<file path="config.mk">
export PLATFORM = sky130hd
export DESIGN_NAME = gpio_ovr_port
export DESIGN_NICKNAME = d
export VERILOG_FILES = /design/src/rtl/gpio_ovr_pkg.sv /design/src/rtl/gpio_ovr_sync.sv /design/src/rtl/gpio_ovr_regs.sv /design/src/rtl/gpio_ovr_dirmux.sv /design/src/rtl/gpio_ovr_port.sv
export SDC_FILE = /design/constraint.sdc
export NUM_CORES = 1
export LEC_CHECK = 0
export BUFFER_PORTS_ARGS = -buffer_cell sky130_fd_sc_hd__buf_2
export CORE_MARGIN = 10
export CORE_UTILIZATION = 46
export DETAILED_ROUTE_END_ITERATION = 6
export GPL_TIMING_DRIVEN = 0
export PLACE_DENSITY = 0.85
export SLEW_MARGIN = 15
export SYNTH_ARGS = -nofsm -noshare
export SYNTH_HDL_FRONTEND = slang
export SYNTH_SLANG_ARGS = --single-unit
</file>
<file path="constraint.sdc">
create_clock -name clk -period 1.1 [get_ports clk]
set_input_delay 0.11 -clock clk [delete_from_list [all_inputs] [get_ports clk]]
set_output_delay 0.11 -clock clk [all_outputs]
set_load 0.05 [all_outputs]
</file>
<file path="src/rtl/gpio_ovr_pkg.sv">
package gpio_ovr_pkg;

   // Register selected by the current bus offset
   typedef enum logic [1:0] {
      SEL_NONE = 2'd0,
      SEL_DATA = 2'd1,
      SEL_IN   = 2'd2,
      SEL_DIR  = 2'd3
   } reg_sel_e;

   // True when pin index p falls inside the window [lsb, lsb+n)
   function automatic bit pin_in_window(int p, int lsb, int n);
      return (p >= lsb) && (p < lsb + n);
   endfunction

endpackage

</file>
<file path="src/rtl/gpio_ovr_sync.sv">
module gpio_ovr_sync #(
   parameter int WIDTH  = 8,
   parameter int STAGES = 2
) (
   input  logic             clk,
   input  logic [WIDTH-1:0] d,
   output logic [WIDTH-1:0] q
);

   if (STAGES < 2) begin : g_bad_stages
      $error("gpio_ovr_sync: STAGES must be at least 2");
   end

   // The flops have no reset: their contents simply follow the pins.
   logic [WIDTH-1:0] stg [STAGES];

   always_ff @(posedge clk) begin
      stg[0] <= d;
      for (int k = 1; k < STAGES; k++) begin
         stg[k] <= stg[k-1];
      end
   end

   assign q = stg[STAGES-1];

endmodule

</file>
<file path="src/rtl/gpio_ovr_regs.sv">
module gpio_ovr_regs
   import gpio_ovr_pkg::*;
#(
   parameter int                WIDTH    = 8,
   parameter int                ADDR_W   = 10,
   parameter logic [ADDR_W-1:0] OFS_DATA = 'h370,
   parameter logic [ADDR_W-1:0] OFS_IN   = 'h371,
   parameter logic [ADDR_W-1:0] OFS_DIR  = 'h372
) (
   input  logic              clk,
   input  logic              rst_n,
   input  logic [ADDR_W-1:0] addr,
   input  logic              wr,
   input  logic              rd,
   input  logic [WIDTH-1:0]  wdata,
   input  logic [WIDTH-1:0]  in_sync,
   output logic [WIDTH-1:0]  rdata,
   output logic [WIDTH-1:0]  dir_q,
   output logic [WIDTH-1:0]  data_q
);

   reg_sel_e         sel;
   logic [WIDTH-1:0] rd_mux;

   always_comb begin
      if (addr == OFS_DATA)     sel = SEL_DATA;
      else if (addr == OFS_IN)  sel = SEL_IN;
      else if (addr == OFS_DIR) sel = SEL_DIR;
      else                      sel = SEL_NONE;
   end

   always_comb begin
      unique case (sel)
         SEL_DATA: rd_mux = data_q;
         SEL_IN:   rd_mux = in_sync;
         SEL_DIR:  rd_mux = dir_q;
         default:  rd_mux = '0;
      endcase
   end

   // Writes to the input register or unmapped offsets fall through untouched.
   always_ff @(posedge clk) begin
      if (!rst_n) begin
         dir_q  <= '0;
         data_q <= '0;
         rdata  <= '0;
      end else begin
         if (wr && sel == SEL_DIR)  dir_q  <= wdata;
         if (wr && sel == SEL_DATA) data_q <= wdata;
         rdata <= rd ? rd_mux : '0;
      end
   end

endmodule

</file>
<file path="src/rtl/gpio_ovr_dirmux.sv">
module gpio_ovr_dirmux
   import gpio_ovr_pkg::*;
#(
   parameter int WIDTH   = 8,
   parameter int RX_PIN  = 0,
   parameter int TX_PIN  = 1,
   parameter int SPI_LSB = 4,
   parameter int SPI_N   = 4
) (
   input  logic [WIDTH-1:0] dir_q,
   input  logic             spi_en,
   input  logic [SPI_N-1:0] spi_dir,
   input  logic             tx_en,
   input  logic             rx_en,
   output logic [WIDTH-1:0] oe
);

   // Priority per pin: SPI, then serial channel, then direction register.
   for (genvar i = 0; i < WIDTH; i++) begin : g_pin
      localparam bit IS_SPI = pin_in_window(i, SPI_LSB, SPI_N);
      localparam bit IS_TX  = (i == TX_PIN);
      localparam bit IS_RX  = (i == RX_PIN);

      logic ser_oe;

      if (IS_TX) begin : g_tx
         assign ser_oe = tx_en ? 1'b1 : dir_q[i];
      end else if (IS_RX) begin : g_rx
         assign ser_oe = rx_en ? 1'b0 : dir_q[i];
      end else begin : g_plain
         assign ser_oe = dir_q[i];
      end

      if (IS_SPI) begin : g_spi
         assign oe[i] = spi_en ? spi_dir[i-SPI_LSB] : ser_oe;
      end else begin : g_nospi
         assign oe[i] = ser_oe;
      end
   end

endmodule

</file>
<file path="src/rtl/gpio_ovr_port.sv">
module gpio_ovr_port #(
   parameter int                WIDTH       = 8,
   parameter int                ADDR_W      = 10,
   parameter logic [ADDR_W-1:0] OFS_DATA    = 'h370,
   parameter logic [ADDR_W-1:0] OFS_IN      = 'h371,
   parameter logic [ADDR_W-1:0] OFS_DIR     = 'h372,
   parameter int                RX_PIN      = 0,
   parameter int                TX_PIN      = 1,
   parameter int                SPI_LSB     = 4,
   parameter int                SPI_N       = 4,
   parameter int                SYNC_STAGES = 2
) (
   input  logic              clk,
   input  logic              rst_n,
   input  logic [ADDR_W-1:0] bus_addr,
   input  logic              bus_wr,
   input  logic              bus_rd,
   input  logic [WIDTH-1:0]  bus_wdata,
   output logic [WIDTH-1:0]  bus_rdata,
   input  logic              spi_en,
   input  logic [SPI_N-1:0]  spi_dir,
   input  logic              sci_tx_en,
   input  logic              sci_rx_en,
   input  logic [WIDTH-1:0]  pin_in,
   output logic [WIDTH-1:0]  pin_out,
   output logic [WIDTH-1:0]  pin_oe
);

   // Elaboration-time parameter checks
   if (WIDTH < 2 || SPI_N < 1 || SPI_LSB < 0 || SPI_LSB + SPI_N > WIDTH) begin : g_bad_spi
      $error("gpio_ovr_port: SPI window does not fit the port");
   end
   if (RX_PIN < 0 || RX_PIN >= WIDTH || TX_PIN < 0 || TX_PIN >= WIDTH || RX_PIN == TX_PIN) begin : g_bad_ser
      $error("gpio_ovr_port: serial pins must be distinct and inside the port");
   end
   if (OFS_DATA == OFS_IN || OFS_DATA == OFS_DIR || OFS_IN == OFS_DIR) begin : g_bad_ofs
      $error("gpio_ovr_port: register offsets must differ");
   end

   logic [WIDTH-1:0] in_sync;
   logic [WIDTH-1:0] dir_q;

   gpio_ovr_sync #(
      .WIDTH  (WIDTH),
      .STAGES (SYNC_STAGES)
   ) i_sync (
      .clk (clk),
      .d   (pin_in),
      .q   (in_sync)
   );

   gpio_ovr_regs #(
      .WIDTH    (WIDTH),
      .ADDR_W   (ADDR_W),
      .OFS_DATA (OFS_DATA),
      .OFS_IN   (OFS_IN),
      .OFS_DIR  (OFS_DIR)
   ) i_regs (
      .clk     (clk),
      .rst_n   (rst_n),
      .addr    (bus_addr),
      .wr      (bus_wr),
      .rd      (bus_rd),
      .wdata   (bus_wdata),
      .in_sync (in_sync),
      .rdata   (bus_rdata),
      .dir_q   (dir_q),
      .data_q  (pin_out)
   );

   gpio_ovr_dirmux #(
      .WIDTH   (WIDTH),
      .RX_PIN  (RX_PIN),
      .TX_PIN  (TX_PIN),
      .SPI_LSB (SPI_LSB),
      .SPI_N   (SPI_N)
   ) i_dirmux (
      .dir_q   (dir_q),
      .spi_en  (spi_en),
      .spi_dir (spi_dir),
      .tx_en   (sci_tx_en),
      .rx_en   (sci_rx_en),
      .oe      (pin_oe)
   );

endmodule

</file>
==> flow_metrics.py <==
metrics = {
    "logic_synthesis": {
        "ys_warn_count": 0,
        "seq_area_frac_synth": 0.5442,
        "synth_cells": 129,
        "yosysUniqueCellTypes": 16,
        "syn_avg_cell_area_um2": 11.41,
        "synth_area_um2": 1471,
        "synth_fp_nets": 166,
        "synth_seq_cells": 40,
    },
    "die": {
        "start_util": 0.4820,
        "dieArea_um2": 5861,
        "die_y_um": 76.56,
        "core_area_um2": 3053,
        "ios": 61,
        "std_cell_rows": 20,
        "die_x_um": 76.56,
    },
    "detailed_routing": {
        "wire_per_inst_um": 16.45,
        "detail-route-antenna-nets": 0,
        "drt_pass1_iterations": 4,
        "via_count": 1205,
        "dr_wl_met2_mm": 2.154,
        "drc": 0,
        "drt_wl_total_mm": 4.097,
        "met3_length_um": 272,
        "drt_iter0_drc": 90,
        "drt-met1-wl_mm": 1.628,
        "top_layer": "met4",
        "vias_per_cell": 4.839,
    },
    "placement": {
        "portBuffers": 59,
        "dpl.hpwl_mm": 2.787,
        "pre_cts_slack_ns": -0.03892,
        "post_dp_cell_area_um2": 1822,
        "routabilityCongestion": 0.6901,
    },
    "finish": {
        "final_nets": 241,
        "area.growth.synth_to_final_pct": 44.47,
        "design_area_um2": 2126,
        "diodes": 0,
        "fin_util": 0.6963,
        "drive_above_1_share": 0.4683,
    },
    "grt": {
        "overflow": 0,
        "grt_pass1_vias": 1320,
        "grt_max_degree": 13,
        "grtUsageTotal": 0.1341,
        "grt_first_pass_wirelength_mm": 6.313,
        "antenna_found_initial": 0,
    },
    "sta": {
        "finalWorstSetupSlack_ns": -0.1262,
        "hold_viol_final": 0,
        "grt_setup_unrepaired": "true",
        "fin_crit_ns": 1.226,
        "final_max_slew_viol_count": 0,
        "worst_pin_slew_ns": 0.5157,
        "fmax_mhz": 815.5,
        "setup_tns_ns": -0.6443,
        "relSlewSlack": 0.6562,
        "setup_viol": 6,
        "clock_skew_ns": 0.01173,
        "final.period_utilization": 1.115,
    },
    "power_and_ir_drop": {
        "vdd_ir_drop_max_mv": 0.7977,
        "p_leak_nw": 1.074,
        "p_total_mw": 2.522,
        "powerDensity_nw_per_um2": 1187,
    },
    "min_path": {
        "hold_path_class": "input pin to flop",
    },
    "worst_setup_path": {
        "cp_max_fo": 2,
        "cp-end-kind": "primary output",
        "crit_path_start_kind": "flop",
        "cp.required_ns": 0.99,
        "reg2reg_slack_ns": 0.27,
        "arrival_ns": 1.12,
        "criticalPathCategory": "flop to primary output",
    },
    "cts": {
        "clkTransAtPathRegs_ns": 0.12,
        "cts_sinks": 40,
        "cts-root-buf": "clkbuf_4",
        "cts_made_buffers": 5,
        "cts_tree": "yes",
        "clk_latency_ns": 0.34,
        "clock_path_buffers": 2,
        "htree_levels": 2,
    },
    "job": {
        "maxCapViolCount": 0,
    },
    "run_status": {
        "violations": "negative setup slack",
        "status": "complete, but fails checks",
    },
}
[layer usage]
metal	track usage	vias to the layer above
met1	0.1369	572
li1	-	590
met4	0.05576	0
met3	0.05542	4
met2	0.2355	39
met5	0	-
[critical path, cell delays in order, from the launching register on]
cell and delay [ns]:
dfxtp_2 0.35, mux2_4 0.28, buf_8 0.15
[path summary, 6_finish.rpt]
check	startpoint	end	cells after the start
hold / removal	bus_wdata[0]	i_regs.dir_q[0]	3
setup reg to reg	i_regs.data_q[2]	i_regs.rdata[2]	3
setup / recovery	i_regs.dir_q[4]	pin_oe[4]	2
hold reg to reg	i_sync.stg[0][6]	i_sync.stg[0][14]	0
[state kept, by name (all words and copies together) (netlist names)]
register,count
i_regs.data_q,8
i_regs.dir_q,8
i_regs.rdata,8
i_sync.stg,16
[kinds of logic after synthesis]
group	after synthesis	synth area share
flip-flops	40	0.5442
AND/OR/NAND/NOR	43	0.1735
AO/OA/AOI/OAI	8	0.04762
buffers and inverters	10	0.04082
multiplexers	28	0.1939
[final cells by class]
cell class / instances / area (um^2)
Clock buffer: 6 / 51.30
Multi-Input combinational cell: 79 / 631.9
Sequential cell: 40 / 810.8
Buffer: 7 / 41.29
Clock inverter: 2 / 10.01
Fill cell: 229 / 927.1
Timing Repair Buffer: 71 / 525.5
Tap cell: 44 / 55.05
[cells in the final DEF, fill, tap and decap left out]
cell type      count
buf_2             44
dlygate4sd3_1      8
mux2_2             1
mux2i_1           24
and4b_2            1
buf_4              7
nand4_4            2
and4bb_4           1
mux2_4             3
and2_1             9
nor2b_4            1
clkbuf_1           2
or2_4              1
dfxtp_1           32
buf_6              7
nor2_2             1
clkbuf_8           1
dfxtp_2            8
nor2b_1            1
and4_2             1
buf_8              7
clkinv_2           2
o2bb2ai_1          8
nand2_1           25
clkbuf_4           8
[synthesized netlist by cell type]
| cell type | instances | share of area |
|---|---|---|
| clkbuf_1 | 2 | 0.0051 |
| and2_1 | 9 | 0.038 |
| mux2_2 | 4 | 0.031 |
| and4b_2 | 1 | 0.0077 |
| nor2_2 | 1 | 0.0043 |
| buf_4 | 5 | 0.026 |
| or2_2 | 1 | 0.0043 |
| mux2i_1 | 24 | 0.16 |
| and4bb_4 | 1 | 0.011 |
| and4_2 | 1 | 0.0068 |
| buf_2 | 3 | 0.010 |
| nand4_4 | 2 | 0.029 |
| nand2_1 | 25 | 0.064 |
| dfxtp_1 | 40 | 0.54 |
| nor2b_1 | 2 | 0.0085 |
| o2bb2ai_1 | 8 | 0.048 |
[stage by stage]
step	cells	hold WS (ns)
after floorplan	129	0.1377
after global placement	232	0.2123
after detailed placement	232	0.2142
after CTS	250	0.008320
after global routing	249	0.004782
final	249	0.01567
[timing repair]
item,CTS,global route
endpoints found under the hold margin,8,0
resized for setup,34,22
pin swaps,1,0
setup endpoints to repair,12,16
hold buffers,8,0
buffers inserted,3,1
[where the power goes]
part           switching (mW)  internal [mW]
Sequential            0.00803           1.48
Clock                   0.462          0.304
Combinational           0.135          0.134
Power figures use the tool's default switching activity.
